--- config.mk ---
export PLATFORM = sky130hd
export DESIGN_NAME = ccd_tgen
export DESIGN_NICKNAME = d
export VERILOG_FILES = /design/src/rtl/ccd_tgen_pkg.sv /design/src/rtl/ccd_cfg_check.sv /design/src/rtl/ccd_pix_map.sv /design/src/rtl/ccd_line_seq.sv /design/src/rtl/ccd_tgen.sv
export SDC_FILE = /design/constraint.sdc
export NUM_CORES = 1
export LEC_CHECK = 0
export BUFFER_PORTS_ARGS = -buffer_cell sky130_fd_sc_hd__buf_2
export CAP_MARGIN = 30
export CORE_UTILIZATION = 58
export CTS_CLUSTER_DIAMETER = 100
export DETAILED_ROUTE_END_ITERATION = 8
export MAX_ROUTING_LAYER = met4
export PLACE_DENSITY = 0.78
export RECOVER_POWER = 50
export SYNTH_ARGS = -nofsm -noshare
export SYNTH_HDL_FRONTEND = slang
export SYNTH_SLANG_ARGS = --single-unit
--- constraint.sdc ---
create_clock -name clk -period 4.68 [get_ports clk]
set_input_delay 1.404 -clock clk [delete_from_list [all_inputs] [get_ports clk]]
set_output_delay 1.404 -clock clk [all_outputs]
set_load 0.005 [all_outputs]
--- src/rtl/ccd_tgen_pkg.sv ---
package ccd_tgen_pkg;
  typedef enum logic [1:0] {
    PCLS_NONE   = 2'd0,
    PCLS_DUMMY  = 2'd1,
    PCLS_DARK   = 2'd2,
    PCLS_ACTIVE = 2'd3
  } pix_class_e;

  typedef enum logic [2:0] {
    PH_IDLE, PH_PRE, PH_GATE, PH_POST, PH_PIX, PH_GAP
  } phase_e;
endpackage

--- src/rtl/ccd_cfg_check.sv ---
module ccd_cfg_check #(
  parameter int CFG_W     = 16,
  parameter int TG_MIN    = 1000,
  parameter int GUARD_MIN = 180,
  parameter int PIX_MIN   = 20
) (
  input  logic [CFG_W-1:0] tg_width,
  input  logic [CFG_W-1:0] guard,
  input  logic [CFG_W-1:0] period,
  output logic             bad
);
  localparam logic [CFG_W-1:0] TG_LIM  = CFG_W'(TG_MIN);
  localparam logic [CFG_W-1:0] GD_LIM  = CFG_W'(GUARD_MIN);
  localparam logic [CFG_W-1:0] PIX_LIM = CFG_W'(PIX_MIN);

  always_comb bad = (tg_width < TG_LIM) || (guard < GD_LIM) || (period < PIX_LIM);
endmodule

--- src/rtl/ccd_pix_map.sv ---
module ccd_pix_map
  import ccd_tgen_pkg::*;
#(
  parameter int N_DARK   = 49,
  parameter int N_ACTIVE = 10680,
  parameter int PW       = 14
) (
  input  logic          in_pixel,
  input  logic [PW-1:0] idx,
  output pix_class_e    cls
);
  localparam logic [PW-1:0] END_DARK   = PW'(N_DARK);
  localparam logic [PW-1:0] END_ACTIVE = PW'(N_DARK + N_ACTIVE);

  always_comb begin
    if (!in_pixel)              cls = PCLS_NONE;
    else if (idx < END_DARK)    cls = PCLS_DARK;
    else if (idx < END_ACTIVE)  cls = PCLS_ACTIVE;
    else                        cls = PCLS_DUMMY;
  end
endmodule

--- src/rtl/ccd_line_seq.sv ---
module ccd_line_seq
  import ccd_tgen_pkg::*;
#(
  parameter int CFG_W = 16,
  parameter int N_PIX = 10734,
  parameter int PW    = 14
) (
  input  logic             clk,
  input  logic             rst,
  input  logic             run,
  input  logic             bad,
  input  logic             mode_in,
  input  logic [CFG_W-1:0] tg_width,
  input  logic [CFG_W-1:0] guard,
  input  logic [CFG_W-1:0] period,
  input  logic [CFG_W-1:0] gap,
  output phase_e           ph,
  output logic [CFG_W-1:0] tick,
  output logic [CFG_W-1:0] per_q,
  output logic [PW-1:0]    idx,
  output logic             gate_first,
  output logic             mode_q
);
  localparam logic [CFG_W-1:0] ONE      = CFG_W'(1);
  localparam logic [PW-1:0]    PONE     = PW'(1);
  localparam logic [PW-1:0]    LAST_IDX = PW'(N_PIX - 1);

  logic [CFG_W-1:0] cnt, cnt_n, tick_n, tgw_q, gd_q, gap_q;
  logic [PW-1:0]    idx_n;
  phase_e           ph_n;
  logic             pix_end, line_end, gap_end, launch;

  always_comb begin
    pix_end  = (ph == PH_PIX) && (tick == per_q - ONE);
    line_end = pix_end && (idx == LAST_IDX);
    gap_end  = (ph == PH_GAP) && (cnt + ONE >= gap_q);
    launch   = run && !bad &&
               ((ph == PH_IDLE) || gap_end || (line_end && gap_q == '0));
  end

  always_comb begin
    ph_n = ph; cnt_n = cnt + ONE; tick_n = tick; idx_n = idx;
    case (ph)
      PH_IDLE: cnt_n = '0;
      PH_PRE:  if (cnt == gd_q - ONE)  begin ph_n = PH_GATE; cnt_n = '0; end
      PH_GATE: if (cnt == tgw_q - ONE) begin ph_n = PH_POST; cnt_n = '0; end
      PH_POST: if (cnt == gd_q - ONE) begin
                 ph_n = PH_PIX; cnt_n = '0; tick_n = '0; idx_n = '0;
               end
      PH_PIX: begin
        cnt_n  = '0;
        tick_n = tick + ONE;
        if (pix_end) begin
          tick_n = '0;
          idx_n  = idx + PONE;
          if (line_end) begin
            idx_n = '0;
            ph_n  = (gap_q == '0) ? PH_IDLE : PH_GAP;
          end
        end
      end
      PH_GAP:  if (gap_end) begin ph_n = PH_IDLE; cnt_n = '0; end
      default: ph_n = PH_IDLE;
    endcase
    if (launch) begin ph_n = PH_PRE; cnt_n = '0; end
    if (bad) begin ph_n = PH_IDLE; cnt_n = '0; tick_n = '0; idx_n = '0; end
  end

  always_ff @(posedge clk) begin
    if (rst) begin
      ph <= PH_IDLE; cnt <= '0; tick <= '0; idx <= '0;
    end else begin
      ph <= ph_n; cnt <= cnt_n; tick <= tick_n; idx <= idx_n;
    end
  end

  always_ff @(posedge clk) begin
    if (rst) begin
      mode_q <= 1'b0; tgw_q <= '0; gd_q <= '0; per_q <= '0; gap_q <= '0;
    end else if (launch) begin
      mode_q <= mode_in; tgw_q <= tg_width; gd_q <= guard;
      per_q  <= period;  gap_q <= gap;
    end
  end

  always_comb gate_first = (ph == PH_GATE) && (cnt == '0);

  AST_IDX_RANGE:  assert property (@(posedge clk) disable iff (rst)
    (ph == PH_PIX) |-> (idx <= LAST_IDX));
  AST_TICK_RANGE: assert property (@(posedge clk) disable iff (rst)
    (ph == PH_PIX) |-> (tick < per_q));
  AST_MODE_HELD:  assert property (@(posedge clk) disable iff (rst)
    (ph == PH_GATE) |=> $stable(mode_q));
endmodule

--- src/rtl/ccd_tgen.sv ---
module ccd_tgen
  import ccd_tgen_pkg::*;
#(
  parameter int CFG_W     = 16,
  parameter int TG_MIN    = 1000,
  parameter int GUARD_MIN = 180,
  parameter int PIX_MIN   = 20,
  parameter int N_DARK    = 49,
  parameter int N_ACTIVE  = 10680,
  parameter int N_DUM_A   = 2,
  parameter int N_DUM_B   = 3
) (
  input  logic             clk,
  input  logic             rst,
  input  logic             run_i,
  input  logic             line_clamp_i,
  input  logic [CFG_W-1:0] cfg_tg_width_i,
  input  logic [CFG_W-1:0] cfg_guard_i,
  input  logic [CFG_W-1:0] cfg_pix_period_i,
  input  logic [CFG_W-1:0] cfg_gap_i,
  output logic             phi1_o,
  output logic             phi2_o,
  output logic             phi1_last_o,
  output logic             phi2_last_o,
  output logic             rst_gate_o,
  output logic             clamp_o,
  output logic             tg_o,
  output logic             line_start_o,
  output logic [1:0]       pix_class_o,
  output logic             cfg_err_o
);
  localparam int N_PIX = N_DARK + N_ACTIVE + N_DUM_A + N_DUM_B;
  localparam int PW    = $clog2(N_PIX);

  logic             bad, gate_first, mode_q;
  phase_e           ph;
  logic [CFG_W-1:0] tick, per_q, half, quarter, quarter2;
  logic [PW-1:0]    idx;
  pix_class_e       cls;
  logic             d_phi1, d_rs, d_bclamp, d_tg, guard_zone;

  ccd_cfg_check #(.CFG_W(CFG_W), .TG_MIN(TG_MIN), .GUARD_MIN(GUARD_MIN), .PIX_MIN(PIX_MIN))
    u_chk (.tg_width(cfg_tg_width_i), .guard(cfg_guard_i), .period(cfg_pix_period_i), .bad(bad));

  ccd_line_seq #(.CFG_W(CFG_W), .N_PIX(N_PIX), .PW(PW)) u_seq (
    .clk(clk), .rst(rst), .run(run_i), .bad(bad), .mode_in(line_clamp_i),
    .tg_width(cfg_tg_width_i), .guard(cfg_guard_i), .period(cfg_pix_period_i),
    .gap(cfg_gap_i), .ph(ph), .tick(tick), .per_q(per_q), .idx(idx),
    .gate_first(gate_first), .mode_q(mode_q));

  ccd_pix_map #(.N_DARK(N_DARK), .N_ACTIVE(N_ACTIVE), .PW(PW))
    u_map (.in_pixel(ph == PH_PIX), .idx(idx), .cls(cls));

  always_comb begin
    half       = per_q >> 1;
    quarter    = per_q >> 2;
    quarter2   = quarter << 1;
    guard_zone = (ph == PH_PRE) || (ph == PH_GATE) || (ph == PH_POST);
    d_tg       = (ph == PH_GATE);
    d_phi1     = (ph == PH_PIX) ? (tick < half) : 1'b1;
    d_rs       = guard_zone || ((ph == PH_PIX) && (tick < quarter));
    d_bclamp   = guard_zone ||
                 ((ph == PH_PIX) && (tick >= quarter) && (tick < quarter2));
  end

  always_ff @(posedge clk) begin
    if (rst) begin
      phi1_o <= 1'b1; phi2_o <= 1'b0; phi1_last_o <= 1'b1; phi2_last_o <= 1'b0;
      rst_gate_o <= 1'b0; clamp_o <= 1'b0; tg_o <= 1'b0; line_start_o <= 1'b0;
      pix_class_o <= PCLS_NONE; cfg_err_o <= 1'b0;
    end else begin
      phi1_o       <= d_phi1;
      phi2_o       <= !d_phi1;
      phi1_last_o  <= d_phi1;
      phi2_last_o  <= !d_phi1;
      rst_gate_o   <= d_rs;
      clamp_o      <= mode_q ? !d_tg : d_bclamp;
      tg_o         <= d_tg;
      line_start_o <= gate_first;
      pix_class_o  <= cls;
      cfg_err_o    <= bad;
    end
  end

  AST_GATE_FROZEN: assert property (@(posedge clk) disable iff (rst)
    tg_o |-> (phi1_o && !phi2_o && phi1_last_o && !phi2_last_o));
  AST_GATE_RESET_HIGH: assert property (@(posedge clk) disable iff (rst)
    tg_o |-> rst_gate_o);
  AST_STROBE_ON_RISE: assert property (@(posedge clk) disable iff (rst)
    $rose(tg_o) |-> line_start_o);
  AST_STROBE_IN_GATE: assert property (@(posedge clk) disable iff (rst)
    line_start_o |-> tg_o);
  AST_GATE_NO_PIXEL: assert property (@(posedge clk) disable iff (rst)
    tg_o |-> (pix_class_o == PCLS_NONE));
  AST_BIT_CLAMP_GATE: assert property (@(posedge clk) disable iff (rst)
    (tg_o && !mode_q) |-> clamp_o);
  AST_ERR_IDLE: assert property (@(posedge clk) disable iff (rst)
    cfg_err_o |=> (!tg_o && !rst_gate_o && pix_class_o == PCLS_NONE));
endmodule

; ---- After elaboration in Yosys (flattened, before gate mapping)
; Index checks and enable logic that the tools add are counted.
[word_totals]
reg_bits = 123
in_bits = 68
output_inout_bits = 11
elab_cells = 118
[classes]
add_sub_neg = 6
magnitude_cmp = 10
n_eq_ne = 22
mux = 24
bitwise = 2
reduce_logical = 35
[ops]
columns = op, count
row1 = $mux W16, 5
row2 = $pmux W16 S4, 1
row3 = $eq A16 B16 Y1, 3
row4 = $sub A16 B1 Y16 const B, 3
row5 = $mux W14, 3
row6 = $add A16 B1 Y16 const B, 2
row7 = $logic_not A16 Y1, 2
row8 = $lt A16 B15 Y1, 2
row9 = $pmux W16 S2, 1
row10 = $pmux W14 S2, 1
row11 = $mux W3, 7
row12 = $pmux W3 S6, 1
row13 = $ge A16 B14 Y1, 1
row14 = $ge A16 B16 Y1, 1
row15 = $lt A16 B10 Y1 const B, 1
row16 = $lt A16 B14 Y1, 1
row17 = $lt A16 B5 Y1 const B, 1
row18 = $lt A16 B8 Y1 const B, 1
row19 = $add A14 B1 Y14 const B, 1
row20 = $eq A14 B14 Y1 const B, 1
row21 = $lt A14 B14 Y1 const B, 1
row22 = $lt A14 B6 Y1 const B, 1
row23 = $reduce_and A7 Y1, 2
row24 = $ne A3 B1 Y1 const B, 4
row25 = other kinds (18), 52

; ---- Depth between registers and ports, before layout
; Gate-level depths: netlist of the first run.
[depth]
depth_word = 9
ltp_mapped = 18
depth_no_buf = 15

; ---- By module
; From an unflattened synthesis of the first run, not the netlist that was laid out.
[hier_totals]
cells_unflattened = 960
hier_area_um2 = 8051.5
[by_module_without_submodules]
columns = mod, n_inst, cells_each, area_each_um2, seq_area_each_um2
row1 = ccd_line_seq, 1, 810, 6812.8, 2282.2
row2 = ccd_tgen, 1, 119, 1031.0, 180.2
row3 = ccd_cfg_check, 1, 16, 108.9, 0.0
row4 = ccd_pix_map, 1, 15, 98.8, 0.0

; ---- Least setup slack after synthesis of the first run
; Ideal clock, no wire load.
[synth_timing]
path_kind = reg-to-reg
from = register u_seq.per_q[6]
to = register u_seq.gap_q[10]
setup_ns = 0.128
t_arrival_ns = 3.539
required_time_ns = 4.552
path_slack_ns = 1.014
path_stages_with_launch = 13
path_buffers = 4
synth_period_minus_slack_ns = 3.666
cell_sequence = dfxtp_1 -> clkbuf_1 -> or4_4 -> nor3_2 -> mux2_2 -> a2111oi_0 -> or4b_1 -> buf_2 -> o41ai_4 -> buf_6 -> buf_6 -> mux2i_1 -> nor2_1
[synth_between]
elab_chain_len = 7
[synth_rtl]
columns = item, line_no
row1 = start: declaration, ccd_line_seq.sv:19  ; output logic [CFG_W-1:0] per_q,
row2 = start signal: assignment, ccd_line_seq.sv:82  ; per_q <= period; gap_q <= gap;
row3 = $sub A16 B1 Y16, ccd_line_seq.sv:34  ; pix_end = (ph == PH_PIX) && (tick == per_q - ONE);
row4 = $eq A16 B16 Y1, ccd_line_seq.sv:34
row5 = $logic_and A1 B1 Y1, ccd_line_seq.sv:34
row6 = $logic_and A1 B1 Y1, ccd_line_seq.sv:35  ; line_end = pix_end && (idx == LAST_IDX);
row7 = $logic_and A1 B1 Y1, ccd_line_seq.sv:38  ; ((ph == PH_IDLE) || gap_end || (line_end && gap_q == '0));
row8 = $logic_or A1 B1 Y1, ccd_line_seq.sv:38
row9 = $logic_and A1 B1 Y1, ccd_line_seq.sv:37  ; launch = run && !bad &&
row10 = end signal: assignment, ccd_line_seq.sv:82
row11 = end: declaration, ccd_line_seq.sv:28  ; logic [CFG_W-1:0] cnt, cnt_n, tick_n, tgw_q, gd_q, gap_q;
; Every way passes these cells.
; A chain may end at the register's enable or synchronous reset.

; ---- Worst setup path in the final report of the first run
[layout_timing]
from = register u_seq.per_q[0]
to = register u_seq.gap_q[4]
; Same word-level chain as after synthesis.

==> summary.md, run 1 <==
| Metric | Value |
|---|---|
| Register area | `2460 µm²` |
| Fin area | `8980 µm²` |
| Slowest stage delay, CP | `860 ps` |
| Req. time, crit path | `4960 ps` |
| Outcome | `finished, final reports clean` |
| P_leak | `3.70 nW` |
| YS warnings | `0` |
| Clock power share | `39.7%` |
| Final core utilization | `67.0%` |
| Num CTS Buffers | `17` |
| Layout area overhead | `11.7%` |
| # DRC | `0` |
| Max Cap Viol | `0` |
| GR Util met2 | `45.8%` |
| Fin. Hold Viols | `0` |
| Vias/cell | `5.87` |
| Setup_tns | `0 ps` |
| Critical path cell sequence | `inv_1 -> ha_1 -> nor4b_1 -> nand3_1 -> xnor2_1 -> a2111oi_0 -> or4b_1 -> o41ai_4 -> buf_4 -> mux2i_1 -> nor2_1` |
| Largest family of logic cells by synthesized area | `simple AND/OR/NAND/NOR gates` |
| Largest net degree at the start of global routing | `72` |
| Max clock buf depth | `2` |
| WL final | `18800 µm` |
| Slew of the pin with the lowest slew margin | `1030 ps` |
| Layout cells sized above 1 | `12.4%` |
| Fillers | `1133` |
| Clock slew at reported path FFs | `60 ps` |
| Yosys cell types | `69` |
| Number of port buffers | `78` |
| Mux cell area share after synthesis | `8.60%` |
| Simple-Gate Fraction of Synth Area | `24.7%` |
| Met3 GRT Util | `5.70%` |
| Most frequent cells in the layout | `nor2_1, dfxtp_1, buf_2` |
| Ant diodes | `0` |
| Clk Latency, worst-skew pair | `420 ps` |
| Sw Pwr | `0.909 mW` |
| Sequential share of power | `39.0%` |
| DRT antenna net count | `0` |
| Switching fraction of total power | `30.1%` |
| Layout net count | `1145` |
| Min Tclk post-route | `4210 ps` |
| Area of the mapped netlist | `8040 µm²` |
| Slew Viols, Final | `0` |
| Critical path peak fanout | `27` |
| Critical path class | `flip-flop to flip-flop` |
| Initial core utilization | `60.0%` |
| Worst EP arrival | `4490 ps` |
| Grt total ovfl | `0` |
| CTS tree | `built` |
| Met1 GRT Util | `34.1%` |
| Post-Synthesis Cells | `978` |
| Initial antenna violation count | `0` |
| Final setup vio count | `0` |
| Iteration-0 DRC count of the detailed router | `458` |
| Number of enable flip-flop cells after synthesis | `0` |
| Tot GR Track Use | `28.0%` |
| Sequential element share of the synthesized area | `30.6%` |
| Post-DP Area | `8440 µm²` |
| Fin crit share | `90.0%` |
| Multi-input gate area | `5120 µm²` |
| Ys async rst share | `0%` |
| Number of top-level pins | `79` |
| Initial DRT Pass Iterations | `5` |
| Critical path capture point type | `flip-flop` |
| Synth Area per Inst | `8.22 µm²` |
| Commonest non-fill, non-tap cell in the layout | `nor2_1` |
| Via Count | `7108` |
| Hold buffer count at CTS | `0` |
| Internal power | `2.11 mW` |
| Dominant synthesized flop cell | `dfxtp_1` |
| First-pass GRT wire length | `31300 µm` |
| #FFs+latches synth | `123` |
| HPWL Detailed | `13800 µm` |
| Fin Clk Skew | `10.6 ps` |
| Max transition margin | `30.2%` |
| Gate power share | `21.2%` |
| Busiest layer in global routing | `met2` |
| Unrepaired setup endpoints after global routing | `no` |
| Clk sink count | `123` |
| Core ar. | `13400 µm²` |
| Vias in the first global route | `6591` |
| CTS H-tree lvls | `4` |
| Die Ht | `120 µm` |
| Final Hold Slack | `519 ps` |
| Critical Path Start Type | `flip-flop` |
| Chip width | `120 µm` |
| FP Rows | `42` |
| Critical path's slowest cell | `nor4b_1` |
| Drt wl/cell | `15.5 µm` |
| Die area | `14300 µm²` |
| Overall Power | `3.02 mW` |
| Pwr dens | `336 nW/µm²` |
| Fmax | `237 MHz` |
| Placer Congestion | `0.909` |
| Xor/xnor share of the synthesized area | `9.80%` |
| HP Class | `flip-flop to flip-flop` |
| CTS root buffer | `clkbuf_16` |
| Synth Area in Compound Gates | `12.1%` |
| Max rail drop VDD | `0.303 mV` |
| Post-synthesis net count | `1100` |
| Synth Area in Adders | `8.40%` |
-- through the flow --
stage               setup slack, ps  instances
floorplan                      1010        978
detailed placement              502       1180
finish                          467       1211
global route                   77.7       1211
CTS                             409       1211
global placement                548       1180
-- path summary, 6_finish.rpt --
path	to	cells past startpoint	from	slack [ps]
worst max-delay path	u_seq.gap_q[4]	11	u_seq.per_q[0]	470
worst min-delay path	u_seq.idx[5]	1	u_seq.idx[5]	520
worst max register to register	u_seq.gap_q[4]	11	u_seq.per_q[0]	470
worst min register to register	u_seq.idx[5]	1	u_seq.idx[5]	520
-- logic make-up (layout without fill, tap and decap cells) --
logic type	Yosys count	in the layout
fa+ha+maj	54	54
compound gates	147	147
simple gates	384	384
buf+inv	111	168
flops	123	123
mux	69	69
xor+xnor	90	90
-- power groups by stage --
stage	combinational (mW)	sequential, mW	clock [mW]
3_5_place_dp	0.634	1.20	0
2_1_floorplan	0.528	1.16	0
4_1_cts	0.639	1.18	1.22
6_report	0.642	1.18	1.20
3_3_place_gp	0.623	1.20	0
5_1_grt	0.717	1.19	1.27
-- Yosys cell counts, drive strengths merged, types with 4 or more instances --
master,count,share of area [%]
nor2b,23,1.8
inv,51,2.4
nand2,40,1.9
xor2,25,2.7
ha,54,8.4
or3,11,0.86
nand4,27,2.1
nor2,131,6.1
o21a,4,0.37
o2111ai,5,0.54
buf,16,1.3
dfxtp,123,31
xnor2,65,7.1
nor3,29,1.9
and2,6,0.47
nor4,25,1.9
clkbuf,44,2.1
or2,4,0.31
and4,4,0.44
a31oi,8,0.62
nor3b,6,0.56
mux2i,68,8.5
o21ai,39,2.4
or4,9,0.89
a21o,11,1.0
nand3,30,1.9
nand2b,10,0.78
a21oi,39,2.4
and3,15,1.2
-- registers in the layout (all words and copies together), names as in the netlist --
| register | count |
|---|---|
| u_seq.cnt | 16 |
| u_seq.gap_q | 16 |
| u_seq.gd_q | 16 |
| u_seq.per_q | 16 |
| u_seq.tgw_q | 16 |
| u_seq.tick | 16 |
| u_seq.idx | 14 |
| u_seq.ph | 3 |
| pix_class_o | 2 |
| cfg_err_o | 1 |
| clamp_o | 1 |
| line_start_o | 1 |
| phi1_last_o | 1 |
| phi2_last_o | 1 |
| rst_gate_o | 1 |
| tg_o | 1 |
| u_seq.mode_q | 1 |
-- metal layers --
metal	vias up	wire (µm)
li1	3557	-
met1	3308	8480
met2	210	8900
met3	33	958
met4	0	420
met5	-	0
-- area by class of cell --
class	count	area share (%)
sequential	123	27.4
clock inverter	12	1.02
inverter	51	2.13
timing repair buffer	86	4.93
clock buffer	19	5.04
multi-input combinational	744	57.0
tap	176	2.45
-- what timing repair did --
action / in CTS / in global routing
buffers inserted: 0 / 0
gates resized for setup: 0 / 1
setup endpoints to repair: 0 / 4
-- worst max-delay path, delay by kind of cell, from the launching register on --
kind	cells	cell delay, ps
adders and majority gates	1	250
DFF	1	350
xor gates and xnor gates	1	170
muxes	1	250
and+or+nand+nor	4	1760
buffers and inverters	2	540
AOI/OAI and AO/OA	2	740
Note: power is estimated with default switching activity, not from simulation.
==> run 2: changes to the inputs <==
- MAX_ROUTING_LAYER: met4 -> unset
==> run 2 against run 1 <==
Non-clock buffer count did not move. Global-route usage decreased by 0.69 points. Core utilization unchanged. Via count grew 0.34%. Power hardly changed. Clock-buffer cell count is the same. Largest power group unchanged. Hold slack improved by 1.2 ps. Fmax is 0.55% higher. Largest cell class unchanged. Critical path depth unchanged. First-iteration DRC count decreased by 0.44%.
==> summary.md, run 2 (synthesized netlist as in run 1, its figures left out) <==
| Metric | Value |
|---|---|
| Initial core utilization | `60.0%` |
| Fin area | `8980 µm²` |
| Pwr dens | `337 nW/µm²` |
| Fillers | `1133` |
| Fin crit share | `89.5%` |
| CTS root buffer | `clkbuf_16` |
| Worst setup margin | `491 ps` |
| Drt wl/cell | `15.6 µm` |
| Initial DRT Pass Iterations | `6` |
| Number of port buffers | `78` |
| Clk sink count | `123` |
| Inst Count DP | `1180` |
| Layout area overhead | `11.7%` |
| Fin Clk Skew | `10.0 ps` |
| P_leak | `3.70 nW` |
| Die area | `14300 µm²` |
| Core ar. | `13400 µm²` |
| Ant diodes | `0` |
| Clk Latency, worst-skew pair | `420 ps` |
| Largest net degree at the start of global routing | `72` |
| Via Count | `7132` |
| Critical Path Sink | `u_seq.gap_q[4]` |
| Final setup vio count | `0` |
| Final core utilization | `67.0%` |
| Number of top-level pins | `79` |
| Setup_tns | `0 ps` |
| Worst EP arrival | `4470 ps` |
| Placer Congestion | `0.894` |
| Critical Path Start Type | `flip-flop` |
| Req. time, crit path | `4960 ps` |
| Critical path capture point type | `flip-flop` |
| Multi-input gate area | `5120 µm²` |
| Critical path peak fanout | `27` |
| FP Rows | `42` |
| FF-to-FF Start | `u_seq.per_q[0]` |
| Chip width | `120 µm` |
| Num CTS Buffers | `17` |
| Max transition margin | `31.5%` |
| Slew Viols, Final | `0` |
| CTS tree | `built` |
| Critical path class | `flip-flop to flip-flop` |
| DRT antenna net count | `0` |
| Worst R2R Path Depth | `11` |
| Layout net count | `1145` |
| Max Cap Viol | `0` |
| Initial antenna violation count | `0` |
| CTS H-tree lvls | `4` |
| Vias/cell | `5.89` |
| Grt total ovfl | `0` |
| Layout cells sized above 1 | `12.4%` |
| Fin. Hold Viols | `0` |
| Reg-to-reg endpoint | `u_seq.gap_q[4]` |
| Fmax | `239 MHz` |
| Max clock buf depth | `2` |
| Unrepaired setup endpoints after global routing | `no` |
| Slew of the pin with the lowest slew margin | `1010 ps` |
| Final Hold Slack | `520 ps` |
| Non-filler instance count after layout | `1211` |
| Outcome | `finished, final reports clean` |
| Hold buffer count at CTS | `0` |
| Tot GR Track Use | `27.3%` |
| HP Class | `flip-flop to flip-flop` |
| Max rail drop VDD | `0.303 mV` |
| Most frequent cells in the layout | `nor2_1, dfxtp_1, buf_2` |
| Worst reg-to-reg setup slack | `490 ps` |
| HPWL Detailed | `13800 µm` |
| First-pass GRT wire length | `31300 µm` |
| Die Ht | `120 µm` |
| Iteration-0 DRC count of the detailed router | `456` |
| Pre-CTS setup slack | `502 ps` |
| Register area | `2460 µm²` |
| Overall Power | `3.02 mW` |
| Post-DP Area | `8440 µm²` |
| Vias in the first global route | `6587` |
| Min Tclk post-route | `4190 ps` |
| Commonest non-fill, non-tap cell in the layout | `nor2_1` |
| Clock slew at reported path FFs | `60 ps` |
| WL final | `18800 µm` |
| Crit path launch | `u_seq.per_q[0]` |
| # DRC | `0` |
## run 2: cell counts in the layout (fill, tap and decap cells not counted)
No cell type changed its count.
## run 2: area by class of cell
cell class / count / share of cell area [%]
Inverter: 51 / 2.13
Sequential cell: 123 / 27.4
Tap cell: 176 / 2.45
Timing Repair Buffer: 86 / 4.93
Multi-Input combinational cell: 744 / 57.0
Clock buffer: 19 / 5.04
Clock inverter: 12 / 1.02
## run 2: routing by layer
layer,GRT usage [%],part of all wire [%],vias to the layer above
met5,0,0,-
met4,9.92,2.0,0
met3,5.99,5.6,31
met2,46.0,48,226
met1,34.1,45,3316
li1,-,-,3559
## run 2: worst min-delay path by stage
stage | start | end | depth (start not counted)
floorplan | u_seq.idx[8] | u_seq.idx[8] | 2
global placement | u_seq.idx[8] | u_seq.idx[8] | 2
detailed placement | u_seq.idx[8] | u_seq.idx[8] | 2
CTS | u_seq.idx[5] | u_seq.idx[5] | 1
global route | u_seq.gap_q[9] | u_seq.gap_q[9] | 2
finish | u_seq.idx[5] | u_seq.idx[5] | 1
## run 2: power breakdown
part / switching, mW / internal [mW]
combinational: 0.335 / 0.306
sequential: 0.0766 / 1.10
clock: 0.499 / 0.704
total: 0.911 / 2.11
## run 2: critical path: stages (launching register included)
cell	delay [ps]
dfxtp_1	350
inv_1	70
ha_1	250
nor4b_1	850
nand3_1	190
xnor2_1	170
a2111oi_0	300
or4b_1	650
o41ai_4	440
buf_4	470
mux2i_1	250
nor2_1	60
## run 2: what timing repair did
action	4_1_cts	5_1_grt
gates resized for setup	0	1
buffers inserted	0	0
endpoints found under the setup margin	0	4
==> run 3: changes to the inputs <==
- CORE_UTILIZATION: 58 -> 30
- PLACE_DENSITY: 0.78 -> unset
==> run 3 against run 2 <==
The run now ends with DRC left. Non-clock buffer count up 1. First-iteration DRC count down 15%. Hold slack worse by 20 ps. Register-to-register slack worse by 180 ps. Cell area up 2.7%. Power up 4.4%. Cell count up 13%. Via count down 2.6%. Die area up 92%. Worst setup slack worse by 180 ps. Global-route usage down 12 points. Clock power up 11%.
==> summary.md, run 3 (synthesized netlist as in run 1, its figures left out) <==
| Metric | Value |
|---|---|
| Outcome | `finished, violations left` |
| Failing checks | `DRC` |
| Pwr dens | `342 nW/µm²` |
| First-pass GRT wire length | `33900 µm` |
| Layout net count | `1146` |
| FP Rows | `59` |
| Largest net degree at the start of global routing | `72` |
| Ant diodes | `0` |
| Fmax | `229 MHz` |
| FF-to-FF Start | `u_seq.per_q[5]` |
| Most frequent cells in the layout | `nor2_1, dfxtp_1, buf_2` |
| Number of port buffers | `78` |
| Slew Viols, Final | `0` |
| Unrepaired setup endpoints after global routing | `no` |
| Clk sink count | `123` |
| Reg-to-reg endpoint | `u_seq.cnt[4]` |
| Min Tclk post-route | `4370 ps` |
| WL final | `20400 µm` |
| Clock slew at reported path FFs | `60 ps` |
| Num CTS Buffers | `17` |
| Worst R2R Path Depth | `10` |
| Initial antenna violation count | `0` |
| DRT antenna net count | `0` |
| Hold buffer count at CTS | `0` |
| Layout cells sized above 1 | `11.8%` |
| Hold path depth | `1` |
| Number of top-level pins | `79` |
| WHS Endpoint | `u_seq.cnt[0]` |
| Chip width | `166 µm` |
| CTS root buffer | `clkbuf_16` |
| Fin crit share | `93.5%` |
| Non-filler instance count after layout | `1372` |
| Post-DP Area | `8660 µm²` |
| Clk Latency, worst-skew pair | `430 ps` |
| Via Count | `6950` |
| Die Ht | `166 µm` |
| Vias/cell | `5.07` |
| Layout area overhead | `14.7%` |
| Worst EP arrival | `4690 ps` |
| HP Class | `flip-flop to flip-flop` |
| Tot GR Track Use | `15.2%` |
| Max clock buf depth | `2` |
| Critical path class | `flip-flop to flip-flop` |
| Initial core utilization | `30.7%` |
| Post-CTS Setup Bufs | `0` |
| P_leak | `3.71 nW` |
| Final setup vio count | `0` |
| Drt wl/cell | `14.9 µm` |
| Max Cap Viol | `0` |
| Commonest non-fill, non-tap cell in the layout | `nor2_1` |
| Critical path peak fanout | `69` |
| Die area | `27500 µm²` |
| CTS H-tree lvls | `4` |
| Setup_tns | `0 ps` |
| Resized cells post-CTS | `0` |
| # DRC | `4` |
| Inst Count DP | `1340` |
| Iteration-0 DRC count of the detailed router | `387` |
| Overall Power | `3.16 mW` |
| Grt total ovfl | `0` |
| Vias in the first global route | `6570` |
| Core ar. | `26200 µm²` |
| HPWL Detailed | `15300 µm` |
| Fin. Hold Viols | `0` |
| Slew of the pin with the lowest slew margin | `1490 ps` |
| Fin Clk Skew | `8.76 ps` |
| Placer Congestion | `0.892` |
| Fin area | `9230 µm²` |
| Max transition margin | `0.874%` |
| Req. time, crit path | `4990 ps` |
| Worst reg-to-reg setup slack | `310 ps` |
| Max rail drop VDD | `0.268 mV` |
| Hold Startpoint | `u_seq.cnt[0]` |
| Worst setup margin | `306 ps` |
| Initial DRT Pass Iterations | `7` |
| Final core utilization | `35.2%` |
| Critical path capture point type | `flip-flop` |
| CTS tree | `built` |
| Critical Path Start Type | `flip-flop` |
| Final Hold Slack | `500 ps` |
| Pre-CTS setup slack | `508 ps` |
==> run 3: worst max-delay path by stage <==
stage / from / endpoint / slack (ps) / cells past startpoint
2_1_floorplan: u_seq.per_q[6] / u_seq.gap_q[10] / 1010 / 12
6_report: u_seq.per_q[5] / u_seq.cnt[4] / 310 / 10
3_3_place_gp: u_seq.cnt[2] / u_seq.cnt[13] / 580 / 16
5_1_grt: u_seq.per_q[5] / u_seq.cnt[15] / 90 / 10
3_5_place_dp: u_seq.cnt[2] / u_seq.cnt[5] / 510 / 16
4_1_cts: u_seq.cnt[2] / u_seq.cnt[5] / 470 / 16
==> run 3: routing by layer <==
layer | part of all wire, % | vias to the layer above | global-route usage, % | routed length [µm]
met1 | 48 | 3230 | 19.5 | 9820
met4 | 1.6 | 0 | 4.92 | 330
met5 | 0 | - | 0 | 0
met2 | 47 | 141 | 25.1 | 9510
met3 | 3.8 | 30 | 3.50 | 772
li1 | - | 3549 | - | -
==> run 3: where the power goes <==
part / internal (mW) / switching (mW) / leakage (nW)
registers: 1.10 / 0.0770 / 1.00
clock network: 0.796 / 0.533 / 0.284
logic: 0.306 / 0.342 / 2.43
total: 2.20 / 0.952 / 3.71
==> run 3: layout make-up <==
cell class / count / area, µm²
clock inverter: 14 / 161
timing repair buffer: 87 / 455
clock buffer: 18 / 429
multi-input combinational: 744 / 5110
tap: 335 / 419
inverter: 51 / 191
sequential: 123 / 2460
fill: 2735 / 17000
==> run 3: critical path: stages, from the launching register on <==
cell	delay, ps
dfxtp_1	380
or4_1	630
nor3_1	510
mux2_2	390
a2111oi_0	400
or4b_1	640
o41ai_4	390
buf_12	450
a311o_1	190
buf_4	200
nor2b_1	70
